## config.mk

```make
export PLATFORM = sky130hd
export DESIGN_NAME = retire_queue
export DESIGN_NICKNAME = d
export VERILOG_FILES = /design/src/rtl/rob_pkg.sv /design/src/rtl/rob_ptrs.sv /design/src/rtl/rob_store.sv /design/src/rtl/rob_retire.sv /design/src/rtl/retire_queue.sv
export SDC_FILE = /design/constraint.sdc
export NUM_CORES = 1
export LEC_CHECK = 0
export BUFFER_PORTS_ARGS = -buffer_cell sky130_fd_sc_hd__buf_2
export CAP_MARGIN = 20
export CORE_UTILIZATION = 50
export DETAILED_ROUTE_END_ITERATION = 8
export HOLD_SLACK_MARGIN = 0.15
export PLACE_DENSITY = 0.78
export SLEW_MARGIN = 20
export SYNTH_ARGS = -nofsm -noshare
export SYNTH_HDL_FRONTEND = slang
export SYNTH_HIERARCHICAL = 1
export SYNTH_SLANG_ARGS = --single-unit
```

## constraint.sdc

```tcl
create_clock -name clk_i -period 4.21 [get_ports clk_i]
set_input_delay 0 -clock clk_i [delete_from_list [all_inputs] [get_ports clk_i]]
set_output_delay 0 -clock clk_i [all_outputs]
set_load 0.05 [all_outputs]
```

## src/rtl/rob_pkg.sv

```systemverilog
package rob_pkg;
  typedef struct packed {
    logic valid;
    logic done;
    logic fault;
  } slot_state_t;
endpackage

```

## src/rtl/rob_ptrs.sv

```systemverilog
module rob_ptrs #(
  parameter int unsigned DEPTH = 16,
  parameter int unsigned IDX_W = $clog2(DEPTH),
  parameter int unsigned CNT_W = $clog2(DEPTH + 1)
) (
  input  logic             clk_i,
  input  logic             rst_ni,
  input  logic             alloc_fire_i,
  input  logic             retire_fire_i,
  input  logic             exc_fire_i,
  output logic [IDX_W-1:0] head_o,
  output logic [IDX_W-1:0] tail_o,
  output logic             full_o,
  output logic             squash_o
);
  localparam logic [IDX_W-1:0] LAST = IDX_W'(DEPTH - 1);

  logic [IDX_W-1:0] head_q, tail_q;
  logic [CNT_W-1:0] count_q;
  logic             squash_q;

  function automatic logic [IDX_W-1:0] bump(input logic [IDX_W-1:0] p);
    return (p == LAST) ? '0 : p + IDX_W'(1);
  endfunction

  always_ff @(posedge clk_i or negedge rst_ni) begin
    if (!rst_ni) begin
      head_q   <= '0;
      tail_q   <= '0;
      count_q  <= '0;
      squash_q <= 1'b0;
    end else if (squash_q) begin
      head_q   <= '0;
      tail_q   <= '0;
      count_q  <= '0;
      squash_q <= 1'b0;
    end else begin
      squash_q <= exc_fire_i;
      if (alloc_fire_i)  tail_q <= bump(tail_q);
      if (retire_fire_i) head_q <= bump(head_q);
      count_q <= count_q + CNT_W'(alloc_fire_i) - CNT_W'(retire_fire_i);
    end
  end

  assign head_o   = head_q;
  assign tail_o   = tail_q;
  assign full_o   = (count_q == CNT_W'(DEPTH));
  assign squash_o = squash_q;


  count_bound_chk: assert property (@(posedge clk_i) disable iff (!rst_ni)
    count_q <= CNT_W'(DEPTH));

  no_overfill_chk: assert property (@(posedge clk_i) disable iff (!rst_ni)
    full_o |-> !alloc_fire_i);

  squash_empty_chk: assert property (@(posedge clk_i) disable iff (!rst_ni)
    squash_q |=> (count_q == '0 && head_q == '0 && tail_q == '0));
endmodule

```

## src/rtl/rob_store.sv

```systemverilog
module rob_store
  import rob_pkg::*;
#(
  parameter int unsigned DEPTH  = 16,
  parameter int unsigned IDX_W  = $clog2(DEPTH),
  parameter int unsigned ARCH_W = 5,
  parameter int unsigned PTAG_W = 6,
  parameter int unsigned PC_W   = 32
) (
  input  logic              clk_i,
  input  logic              rst_ni,
  input  logic              alloc_fire_i,
  input  logic [IDX_W-1:0]  tail_i,
  input  logic [ARCH_W-1:0] alloc_dst_i,
  input  logic [PTAG_W-1:0] alloc_new_tag_i,
  input  logic [PTAG_W-1:0] alloc_old_tag_i,
  input  logic [PC_W-1:0]   alloc_pc_i,
  input  logic              cmpl_valid_i,
  input  logic [IDX_W-1:0]  cmpl_idx_i,
  input  logic              cmpl_fault_i,
  input  logic              retire_fire_i,
  input  logic [IDX_W-1:0]  head_i,
  input  logic              squash_i,
  output slot_state_t       head_state_o,
  output logic [ARCH_W-1:0] head_dst_o,
  output logic [PTAG_W-1:0] head_new_tag_o,
  output logic [PTAG_W-1:0] head_old_tag_o,
  output logic [PC_W-1:0]   head_pc_o
);
  logic [DEPTH-1:0]  valid_q, done_q, fault_q;
  logic [ARCH_W-1:0] dst_q  [DEPTH];
  logic [PTAG_W-1:0] ntag_q [DEPTH];
  logic [PTAG_W-1:0] otag_q [DEPTH];
  logic [PC_W-1:0]   pc_q   [DEPTH];

  for (genvar i = 0; i < DEPTH; i++) begin : g_slot
    logic v_q, d_q, f_q;
    logic hit_alloc, hit_cmpl, hit_retire;

    assign hit_alloc  = alloc_fire_i && (tail_i == IDX_W'(i));
    assign hit_cmpl   = cmpl_valid_i && (cmpl_idx_i == IDX_W'(i)) && v_q;
    assign hit_retire = retire_fire_i && (head_i == IDX_W'(i));

    always_ff @(posedge clk_i or negedge rst_ni) begin
      if (!rst_ni) begin
        v_q <= 1'b0;
        d_q <= 1'b0;
        f_q <= 1'b0;
      end else if (squash_i) begin
        v_q <= 1'b0;
        d_q <= 1'b0;
        f_q <= 1'b0;
      end else if (hit_alloc) begin
        v_q <= 1'b1;
        d_q <= 1'b0;
        f_q <= 1'b0;
      end else begin
        if (hit_retire) v_q <= 1'b0;
        if (hit_cmpl) begin
          d_q <= 1'b1;
          f_q <= cmpl_fault_i;
        end
      end
    end

    always_ff @(posedge clk_i) begin
      if (hit_alloc) begin
        dst_q[i]  <= alloc_dst_i;
        ntag_q[i] <= alloc_new_tag_i;
        otag_q[i] <= alloc_old_tag_i;
        pc_q[i]   <= alloc_pc_i;
      end
    end

    assign valid_q[i] = v_q;
    assign done_q[i]  = d_q;
    assign fault_q[i] = f_q;
  end

  assign head_state_o.valid = valid_q[head_i];
  assign head_state_o.done  = done_q[head_i];
  assign head_state_o.fault = fault_q[head_i];
  assign head_dst_o         = dst_q[head_i];
  assign head_new_tag_o     = ntag_q[head_i];
  assign head_old_tag_o     = otag_q[head_i];
  assign head_pc_o          = pc_q[head_i];


  idle_cmpl_chk: assert property (@(posedge clk_i) disable iff (!rst_ni)
    (cmpl_valid_i && !valid_q[cmpl_idx_i]) |=> !done_q[$past(cmpl_idx_i)]);

  head_ready_chk: assert property (@(posedge clk_i) disable iff (!rst_ni)
    retire_fire_i |-> (valid_q[head_i] && done_q[head_i] && !fault_q[head_i]));
endmodule

```

## src/rtl/rob_retire.sv

```systemverilog
module rob_retire
  import rob_pkg::*;
#(
  parameter int unsigned ARCH_W = 5,
  parameter int unsigned PTAG_W = 6,
  parameter int unsigned PC_W   = 32
) (
  input  logic              clk_i,
  input  logic              rst_ni,
  input  slot_state_t       head_state_i,
  input  logic [ARCH_W-1:0] head_dst_i,
  input  logic [PTAG_W-1:0] head_new_tag_i,
  input  logic [PTAG_W-1:0] head_old_tag_i,
  input  logic [PC_W-1:0]   head_pc_i,
  input  logic              squash_i,
  output logic              retire_fire_o,
  output logic              exc_fire_o,
  output logic              commit_valid_o,
  output logic [ARCH_W-1:0] commit_dst_o,
  output logic [PTAG_W-1:0] commit_new_tag_o,
  output logic [PTAG_W-1:0] commit_old_tag_o,
  output logic              exc_valid_o,
  output logic [PC_W-1:0]   exc_pc_o
);
  logic head_ok;
  logic commit_q, exc_q;

  assign head_ok       = head_state_i.valid && head_state_i.done && !squash_i;
  assign retire_fire_o = head_ok && !head_state_i.fault;
  assign exc_fire_o    = head_ok && head_state_i.fault;

  always_ff @(posedge clk_i or negedge rst_ni) begin
    if (!rst_ni) begin
      commit_q         <= 1'b0;
      exc_q            <= 1'b0;
      commit_dst_o     <= '0;
      commit_new_tag_o <= '0;
      commit_old_tag_o <= '0;
      exc_pc_o         <= '0;
    end else begin
      commit_q <= retire_fire_o;
      exc_q    <= exc_fire_o;
      if (retire_fire_o) begin
        commit_dst_o     <= head_dst_i;
        commit_new_tag_o <= head_new_tag_i;
        commit_old_tag_o <= head_old_tag_i;
      end
      if (exc_fire_o) exc_pc_o <= head_pc_i;
    end
  end

  assign commit_valid_o = commit_q;
  assign exc_valid_o    = exc_q;


  exc_pulse_chk: assert property (@(posedge clk_i) disable iff (!rst_ni)
    exc_q |=> !exc_q);

  exc_no_commit_chk: assert property (@(posedge clk_i) disable iff (!rst_ni)
    exc_q |-> !commit_q);

  exc_squash_chk: assert property (@(posedge clk_i) disable iff (!rst_ni)
    exc_q |-> squash_i);
endmodule

```

## src/rtl/retire_queue.sv

```systemverilog
module retire_queue
  import rob_pkg::*;
#(
  parameter int unsigned DEPTH  = 16,
  parameter int unsigned ARCH_W = 5,
  parameter int unsigned PTAG_W = 6,
  parameter int unsigned PC_W   = 32,
  parameter int unsigned IDX_W  = $clog2(DEPTH)
) (
  input  logic              clk_i,
  input  logic              rst_ni,
  input  logic              alloc_req_i,
  input  logic [ARCH_W-1:0] alloc_dst_i,
  input  logic [PTAG_W-1:0] alloc_new_tag_i,
  input  logic [PTAG_W-1:0] alloc_old_tag_i,
  input  logic [PC_W-1:0]   alloc_pc_i,
  output logic              alloc_ready_o,
  output logic [IDX_W-1:0]  alloc_idx_o,
  input  logic              cmpl_valid_i,
  input  logic [IDX_W-1:0]  cmpl_idx_i,
  input  logic              cmpl_fault_i,
  output logic              commit_valid_o,
  output logic [ARCH_W-1:0] commit_dst_o,
  output logic [PTAG_W-1:0] commit_new_tag_o,
  output logic [PTAG_W-1:0] commit_old_tag_o,
  output logic              exc_valid_o,
  output logic [PC_W-1:0]   exc_pc_o,
  output logic              squash_o
);
  localparam int unsigned CNT_W = $clog2(DEPTH + 1);

  logic [IDX_W-1:0]  head, tail;
  logic              full, squash, alloc_fire, retire_fire, exc_fire;
  slot_state_t       head_state;
  logic [ARCH_W-1:0] head_dst;
  logic [PTAG_W-1:0] head_ntag, head_otag;
  logic [PC_W-1:0]   head_pc;

  assign alloc_ready_o = !full && !squash;
  assign alloc_fire    = alloc_req_i && alloc_ready_o;
  assign alloc_idx_o   = tail;
  assign squash_o      = squash;

  rob_ptrs #(.DEPTH(DEPTH), .IDX_W(IDX_W), .CNT_W(CNT_W)) u_ptrs (
    .clk_i         (clk_i),
    .rst_ni        (rst_ni),
    .alloc_fire_i  (alloc_fire),
    .retire_fire_i (retire_fire),
    .exc_fire_i    (exc_fire),
    .head_o        (head),
    .tail_o        (tail),
    .full_o        (full),
    .squash_o      (squash)
  );

  rob_store #(
    .DEPTH(DEPTH), .IDX_W(IDX_W), .ARCH_W(ARCH_W), .PTAG_W(PTAG_W), .PC_W(PC_W)
  ) u_store (
    .clk_i           (clk_i),
    .rst_ni          (rst_ni),
    .alloc_fire_i    (alloc_fire),
    .tail_i          (tail),
    .alloc_dst_i     (alloc_dst_i),
    .alloc_new_tag_i (alloc_new_tag_i),
    .alloc_old_tag_i (alloc_old_tag_i),
    .alloc_pc_i      (alloc_pc_i),
    .cmpl_valid_i    (cmpl_valid_i),
    .cmpl_idx_i      (cmpl_idx_i),
    .cmpl_fault_i    (cmpl_fault_i),
    .retire_fire_i   (retire_fire),
    .head_i          (head),
    .squash_i        (squash),
    .head_state_o    (head_state),
    .head_dst_o      (head_dst),
    .head_new_tag_o  (head_ntag),
    .head_old_tag_o  (head_otag),
    .head_pc_o       (head_pc)
  );

  rob_retire #(.ARCH_W(ARCH_W), .PTAG_W(PTAG_W), .PC_W(PC_W)) u_retire (
    .clk_i            (clk_i),
    .rst_ni           (rst_ni),
    .head_state_i     (head_state),
    .head_dst_i       (head_dst),
    .head_new_tag_i   (head_ntag),
    .head_old_tag_i   (head_otag),
    .head_pc_i        (head_pc),
    .squash_i         (squash),
    .retire_fire_o    (retire_fire),
    .exc_fire_o       (exc_fire),
    .commit_valid_o   (commit_valid_o),
    .commit_dst_o     (commit_dst_o),
    .commit_new_tag_o (commit_new_tag_o),
    .commit_old_tag_o (commit_old_tag_o),
    .exc_valid_o      (exc_valid_o),
    .exc_pc_o         (exc_pc_o)
  );


  no_alloc_in_squash_chk: assert property (@(posedge clk_i) disable iff (!rst_ni)
    squash |-> !alloc_fire);
endmodule

```

==> results of run 1 <==
==> state kept, by name (all words and copies together) (netlist names), 4 cells and up <==
signal / cells
u_ptrs/count_q: 5
u_ptrs/head_o: 4
u_ptrs/tail_o: 4
u_retire/commit_dst_o: 5
u_retire/commit_new_tag_o: 6
u_retire/commit_old_tag_o: 6
u_retire/exc_pc_o: 32
u_store/dst_q: 80
u_store/g_slot.d_q: 16
u_store/g_slot.f_q: 16
u_store/g_slot.v_q: 16
u_store/ntag_q: 96
u_store/otag_q: 96
u_store/pc_q: 512
==> how the worst max path moves through the flow <==
| stage | startpoint | cells after the start | slack, ps | endpoint |
|---|---|---|---|---|
| final | u_ptrs/head_o[0] | 12 | 610 | u_ptrs/count_q[4] |
| after global routing | u_ptrs/head_o[0] | 12 | 500 | u_ptrs/count_q[4] |
| after CTS | u_ptrs/head_o[0] | 12 | 660 | u_ptrs/count_q[4] |
| after detailed placement | u_ptrs/head_o[0] | 12 | 670 | u_ptrs/count_q[4] |
| after global placement | u_ptrs/head_o[0] | 12 | 720 | u_ptrs/count_q[4] |
| after floorplan | u_ptrs/head_o[0] | 17 | 470 | u_ptrs/count_q[4] |
==> area by class of cell <==
type / instances / area, um2
fillers: 4714 / 28610
flip-flops and latches: 897 / 26380
multi-input cells: 633 / 7636
clock buffers: 111 / 2297
repair buffers: 222 / 1826
well taps: 931 / 1165
clock inverters: 47 / 526.8
inverters: 37 / 138.9
diodes: 1 / 2.502
==> layer usage <==
layer	GRT usage [%]	share of wire, %	up-vias
met3	4.268	8.4	176
met5	0	0.012	-
met1	30.36	37	9591
met4	8.561	3.1	2
li1	-	-	7316
met2	39.94	51	1021
==> cell families after synthesis <==
group | count (synthesis) | share of synthesized area [%]
flops | 897 | 76.22
compound gates | 198 | 3.967
mux | 261 | 15.25
buf+inv | 129 | 1.783
fa+ha+maj | 9 | 0.3472
simple gates | 161 | 2.336
xor+xnor | 4 | 0.1013
==> where the power goes <==
part	switching [mW]	internal, mW	total, mW	leakage [nW]
sequential	0.658	10.9	11.6	8.48
combinational	4.54	3.30	7.84	3.58
clock	3.28	4.44	7.72	1.38
total	8.48	18.7	27.2	13.4
==> synth_stat cells, drive strengths merged, types with 18 or more instances <==
library cell,instances
mux4,208
a21oi,23
buf,48
mux2,49
inv,37
a22oi,104
a31oi,18
nand2,71
o21ai,22
clkbuf,44
edfxtp,784
dfrtp,113
==> through the flow <==
stage	instances	hold WS, ps	util (%)	setup WS [ps]	area [um2]
after detailed placement	2652	159.5	53.14	670.9	36450
after CTS	2878	256.8	58.28	665.0	39970
after global routing	2879	282.1	58.28	499.7	39970
after floorplan	1659	-295.6	-	469.0	34600
after global placement	2652	139.3	53.14	715.2	36450
final	2879	274.3	58.28	607.8	39970
==> placed cells by master (no fill, tap or decap), types with 9 or more instances in the layout <==
cell type and count:
bufinv_16 9, mux4_2 208, clkbuf_1 21, edfxtp_1 784, buf_4 20, buf_2 113, a31oi_1 18, dfrtp_1 110
mux2_2 49, a31o_2 14, clkinv_2 17, o21ai_0 22, a22oi_1 104, nand2_1 71, nor2_1 13, buf_12 20
clkinv_1 12, nor3_1 16, inv_2 16, a21oi_1 23, clkbuf_16 87, inv_1 21, dlygate4sd3_1 67, nand4_1 16
a211oi_1 16
==> results by group, run 1 <==
Status
  • Status: complete, no violations

Drt
  • WL final: 81,390 um
  • DRT Pass-1 Iters: 5
  • Vias per std cell: 6.289
  • DRT iter0 DRCs: 2,181
  • DRT antenna net count: 0
  • Wire per inst: 28.27 um
  • DRC Markers: 0
  • DR vias: 18,110

Power and ir drop
  • Tot Pwr: 27.15 mW
  • VDD IR max: 0.6138 mV
  • Leakage: 13.43 nW
  • Cell Pwr Density: 679.3 nW/um2

Critical path
  • Crit start category: flip-flop
  • R2r setup slk: 610 ps
  • CP Class: reg2reg
  • RR Startpoint: u_ptrs/head_o[0]
  • Crit path cell chain: mux4_2 -> a22oi_1 -> nand2_1 -> and4bb_1 -> ha_1 -> inv_1 -> ha_1 -> inv_1 -> fa_1 -> nand2b_1 -> a2111o_1 -> o21ai_0
  • WP buf/inv: 2
  • Worst-path maximum fanout: 14
  • Crit end category: flip-flop
  • Reg2Reg Depth: 12
  • Arr. time, crit path: 4140 ps
  • CP top delay family: adder cells
  • Max stage delay on crit path: 620 ps
  • CP max-delay cell: dfrtp_4
  • Critical Path RT: 4750 ps
  • R2r endpoint: u_ptrs/count_q[4]

Synthesis
  • Post-Synthesis Mean Instance Area: 20.86 um2
  • Post-synth EDFFs: 784
  • Count of cell types in the netlist: 41
  • Synthesized flop and latch total: 897
  • Dominant cells by area after synthesis: edfxtp_1 68%, mux4_2 14%, dfrtp_1 8.2%
  • Top-area cell type share of the netlist area: 68.04%
  • Mapped Cells: 1,659
  • Synthesized area: 34,600 um2
  • Mapped Nets: 1,726
  • Synth Warn #: 6
  • Top_reg_cell synth: edfxtp_1
  • Yosys top cell by area: edfxtp_1
  • Ys async rst share: 12.60%
  • Sequential area share after synthesis: 76.22%

Die
  • Row count: 96
  • Initial cell density of the core: 50.45%
  • Die width: 265.1 um
  • Ports: 115
  • Die area: 70,250 um2
  • Die height: 265.1 um
  • CORE AREA: 68,590 um2

CTS
  • Num Clock Sinks: 897
  • H-tree depth: 3
  • Clk Latency, worst-skew pair: 640 ps
  • CTS buffer count: 85
  • CTS tree: done
  • Clock-pin slew on the worst setup and hold paths: 60 ps
  • Setup bufs post-CTS: 0
  • Post-CTS sizing: 0
  • Clk root buf: clkbuf_16
  • CTS Buffer Depth: 3
  • Hold buffer count at CTS: 68

Cells and area
  • Nets: 1,943
  • Syn-to-layout area delta: 15.52%
  • Layout cells sized above 1: 29.69%

Placed design
  • Port bufs: 114
  • GPL Wtd Cong: 0.8876
  • Post-detail-place hpwl: 40,150 um

GRT
  • First-pass GRT wire length: 120,100 um
  • Largest net degree at the start of global routing: 161
  • Antenna violations before repair: 2
  • Vias in the first global route: 18,710
  • Gr ovfl total: 0
  • Total global-route track usage: 23.45%

Hold path
  • Type of the worst min-delay path: in2reg
  • Worst Min Path Start: alloc_dst_i[2]
  • Hold-critical path endpoint: u_store/dst_q[6][2]
  • WHS Path Cells: 2

STA
  • Final min period: 3602 ps
  • Final Slew Violations: 0
  • Max Freq: 277.6 MHz
  • Setup-failing EPs final: 0
  • Setup Skew: 25.88 ps
  • Slew margin rel.: 32.76%
  • Worst-Margin Slew: 1009 ps
  • Unrepaired setup endpoints after global routing: false
  • Final worst path period share: 85.56%
  • Setup TNS: 0 ps
  • Final hold vios: 0

Job
  • Max Cap Violations: 0
No activity file was read; power rests on OpenSTA's default activity.
==> run 2, diff against run 1 <==
Settings changed: CTS_CLUSTER_DIAMETER set to 120, SYNTH_HIERARCHICAL 1 to not set.
==> results by group, run 2 <==
Synthesis
  • Count leader, synth: edfxtp_1
  • Mapped Cells: 1,554 (-6.3%)
  • Ys async rst share: 12.60% (unchanged)
  • Sequential area share after synthesis: 74.64% (-1.6 points)
  • Dominant cells by area after synthesis: edfxtp_1 67%, mux4_2 12%, dfrtp_1 8.0%
  • Mapped Nets: 1,627 (-5.7%)
  • Synth Warn #: 0 (-6)
  • Top-area cell type share of the netlist area: 66.64% (-1.4 points)
  • Synthesized flop and latch total: 897 (unchanged)
  • Post-synth EDFFs: 784 (unchanged)
  • Post-Synthesis Mean Instance Area: 22.73 um2 (+9.0%)
  • Count of cell types in the netlist: 50 (+22%)
  • Top_reg_cell synth: edfxtp_1
  • Most frequent cells after synthesis: 784 x edfxtp_1, 186 x mux4_2, 113 x dfrtp_1, 67 x mux4_1, 41 x nor3_1
  • Synthesized area: 35,330 um2 (+2.1%)
  • Yosys top cell by area: edfxtp_1

Power and ir drop
  • Reg power frac: 42.3% (-0.4 points)
  • Clock network fraction of design power: 28.9% (+0.5 points)
  • Cell Pwr Density: 677.1 nW/um2 (-0.33%)
  • Leakage: 13.83 nW (+3.0%)
  • VDD IR max: 0.6784 mV (+11%)
  • Comb power frac: 28.8% (about the same)
  • Net Sw Frac: 30.37% (-0.85 points)
  • Internal power: 19.17 mW (+2.7%)
  • Switching pwr: 8.363 mW (-1.4%)
  • Tot Pwr: 27.53 mW (+1.4%)

CTS
  • Clk Latency, worst-skew pair: 630 ps (about the same)
  • Clock-pin slew on the worst setup and hold paths: 60 ps (about the same)
  • H-tree depth: 3 (unchanged)
  • CTS Buffer Depth: 3 (unchanged)
  • CTS tree: done
  • CTS buffer count: 90 (+5.9%)
  • Num Clock Sinks: 897 (unchanged)
  • Clk root buf: clkbuf_16

Critical path
  • Crit path launch: u_ptrs.head_o[0]
  • Crit end category: flip-flop
  • R2r setup slk: 690 ps (+80 ps)
  • Arr. time, crit path: 4030 ps (-110 ps)
  • Reg2Reg Depth: 5 (-7)
  • RR Startpoint: u_ptrs.head_o[0]
  • CP Class: reg2reg
  • R2r endpoint: u_retire.commit_new_tag_o[4]
  • Worst-path maximum fanout: 41 (+27)
  • Critical Path RT: 4720 ps (-30 ps)
  • Crit start category: flip-flop

Hold path
  • Hold-critical path endpoint: u_store.otag_q[13][0]
  • Worst Min Path Start: alloc_old_tag_i[0]
  • WHS Path Cells: 2 (unchanged)
  • Type of the worst min-delay path: in2reg

Cells and area
  • Biggest regs: u_store.pc_q x512, u_store.ntag_q x96, u_store.otag_q x96
  • Final Util: 58.07% (-0.21 points)
  • Non-Filler Instances: 2,807 (-2.5%)
  • Syn-to-layout area delta: 15.11%
  • Filler Cell Count: 4,875 (+3.4%)
  • Nets: 1,863 (-4.1%)
  • Max reg flops: 512 (unchanged)
  • Layout cells sized above 1: 30.01% (+0.32 points)
  • Commonest non-fill, non-tap cell in the layout: edfxtp_1
  • Most flop-heavy register: u_store.pc_q
  • Most frequent cells in the layout: 784 x edfxtp_1, 186 x mux4_2, 113 x buf_2

Drt
  • DRT iter0 DRCs: 1,913 (-12%)
  • DRT antenna net count: 0 (unchanged)
  • DR vias: 17,060 (-5.8%)
  • DRC Markers: 0 (unchanged)
  • DRT Pass-1 Iters: 6 (+1)
  • WL final: 77,220 um (-5.1%)
  • Vias per std cell: 6.078 (-3.4%)
  • Wire per inst: 27.51 um (-2.7%)

GRT
  • Met3 Usage GRT: 4.023% (-0.25 points)
  • Antenna violations before repair: 3 (+1)
  • Vias in the first global route: 17,970 (-4.0%)
  • Largest net degree at the start of global routing: 141 (-12%)
  • Grt met2 use: 37.07% (-2.9 points)
  • Total global-route track usage: 22.18% (-1.3 points)
  • Layer with the highest usage: met2
  • First-pass GRT wire length: 115,200 um (-4.1%)
  • M1 GR Usage: 29.81% (-0.55 points)
  • Gr ovfl total: 0 (unchanged)

STA
  • Setup Skew: 13.48 ps (-12.40 ps)
  • Setup TNS: 0 ps (unchanged)
  • Max Freq: 284.0 MHz (+2.3%)
  • Setup-failing EPs final: 0 (unchanged)
  • Worst-Margin Slew: 1012 ps (+3.211 ps)
  • Final min period: 3521 ps (-81.47 ps)
  • Unrepaired setup endpoints after global routing: false
  • Final worst path period share: 83.63% (-1.9 points)
  • Final hold vios: 0 (unchanged)
  • Final Slew Violations: 0 (unchanged)
  • Final Worst Setup Slack: 689.3 ps (+81.47 ps)
  • Slew margin rel.: 32.54% (-0.21 points)

Placed design
  • DP Worst Slack: 658.5 ps (-12.37 ps)
  • GPL Wtd Cong: 0.8604 (-3.1%)
  • Dpl cells: 2,573 (-3.0%)
  • Port bufs: 114 (unchanged)
  • Post-detail-place hpwl: 39,180 um (-2.4%)

Die
  • Die height: 267.8 um (+1.0%)
  • Initial cell density of the core: 50.45% (about the same)
  • Die width: 267.8 um (+1.0%)
  • CORE AREA: 70,030 um2 (+2.1%)
  • Ports: 115 (unchanged)
  • Row count: 97 (+1.0%)
  • Die area: 71,720 um2 (+2.1%)

Status
  • Status: complete, no violations

Job
  • Max Cap Violations: 0 (unchanged)
[run 2: cell types whose count changed after synthesis, sizes merged, moves of 25 or more]
| cell | delta |
|---|---|
| nand2 | -48 |
| a22oi | -100 |
| nor3 | +25 |
| mux4 | +45 |
[run 2: per-layer routing]
layer | vias up | wire, um
met5 | - | 24
li1 | 7067 | -
met3 | 169 | 5181
met4 | 4 | 2315
met1 | 9027 | 30610
met2 | 794 | 39090
[run 2: timing repair]
action / in CTS / in global routing
hold endpoints to repair: 906 / 0
resized for setup: 0 / 0
setup buffers: 0 / 0
hold buffers: 65 / 0
[run 2: worst max-delay path by stage]
stage,endpoint,slack [ps],cells past startpoint
floorplan,u_store.dst_q[11][0],-60,4
global placement,u_ptrs.count_q[4],760,15
detailed placement,u_retire.commit_new_tag_o[4],660,5
CTS,u_retire.commit_dst_o[2],640,5
global route,u_ptrs.count_q[4],480,16
finish,u_retire.commit_new_tag_o[4],690,5
[run 2: cells by family after synthesis]
family / count (synthesis) / share of synthesized area [%]
AO/OA/AOI/OAI: 75 / 1.332
XOR/XNOR: 4 / 0.09918
adder cells (fa/ha/maj): 15 / 0.5525
buffers and inverters: 97 / 2.199
flip-flops: 897 / 74.64
multiplexers: 326 / 19.24
AND/OR/NAND/NOR: 140 / 1.934
[run 2: worst max-delay path: stages (launching register included)]
cell and delay (ps):
dfrtp_4 620, buf_4 730, buf_4 610, mux4_1 650, mux4_2 480, mux2_4 270
[run 2: layout make-up]
cell class              count  area [um2]  area share, %
inverters                  18       67.56         0.1661
repair buffers            223        1738          4.274
clock buffers             129        2572          6.326
well taps                 940        1176          2.892
multi-input cells         560        8322          20.46
clock inverters            39       405.4         0.9969
diodes                      1       2.502       0.006153
flip-flops and latches    897       26380          64.88
[run 2: stage by stage]
stage / area [um2] / hold WS (ps)
3_3_place_gp: 37010 / 119.3
3_5_place_dp: 37020 / 130.6
6_report: 40670 / 276.9
2_1_floorplan: 35350 / -295.6
5_1_grt: 40660 / 282.6
4_1_cts: 40660 / 257.4
[run 2: power groups by stage]
stage                     Combinational, mW  Clock [mW]  Sequential, mW
after floorplan                        5.54           0            12.3
after global routing                   8.42        8.42            11.7
after detailed placement               7.91           0            11.8
after CTS                              8.04        8.08            11.6
final                                  7.94        7.96            11.6
after global placement                 7.73           0            11.7
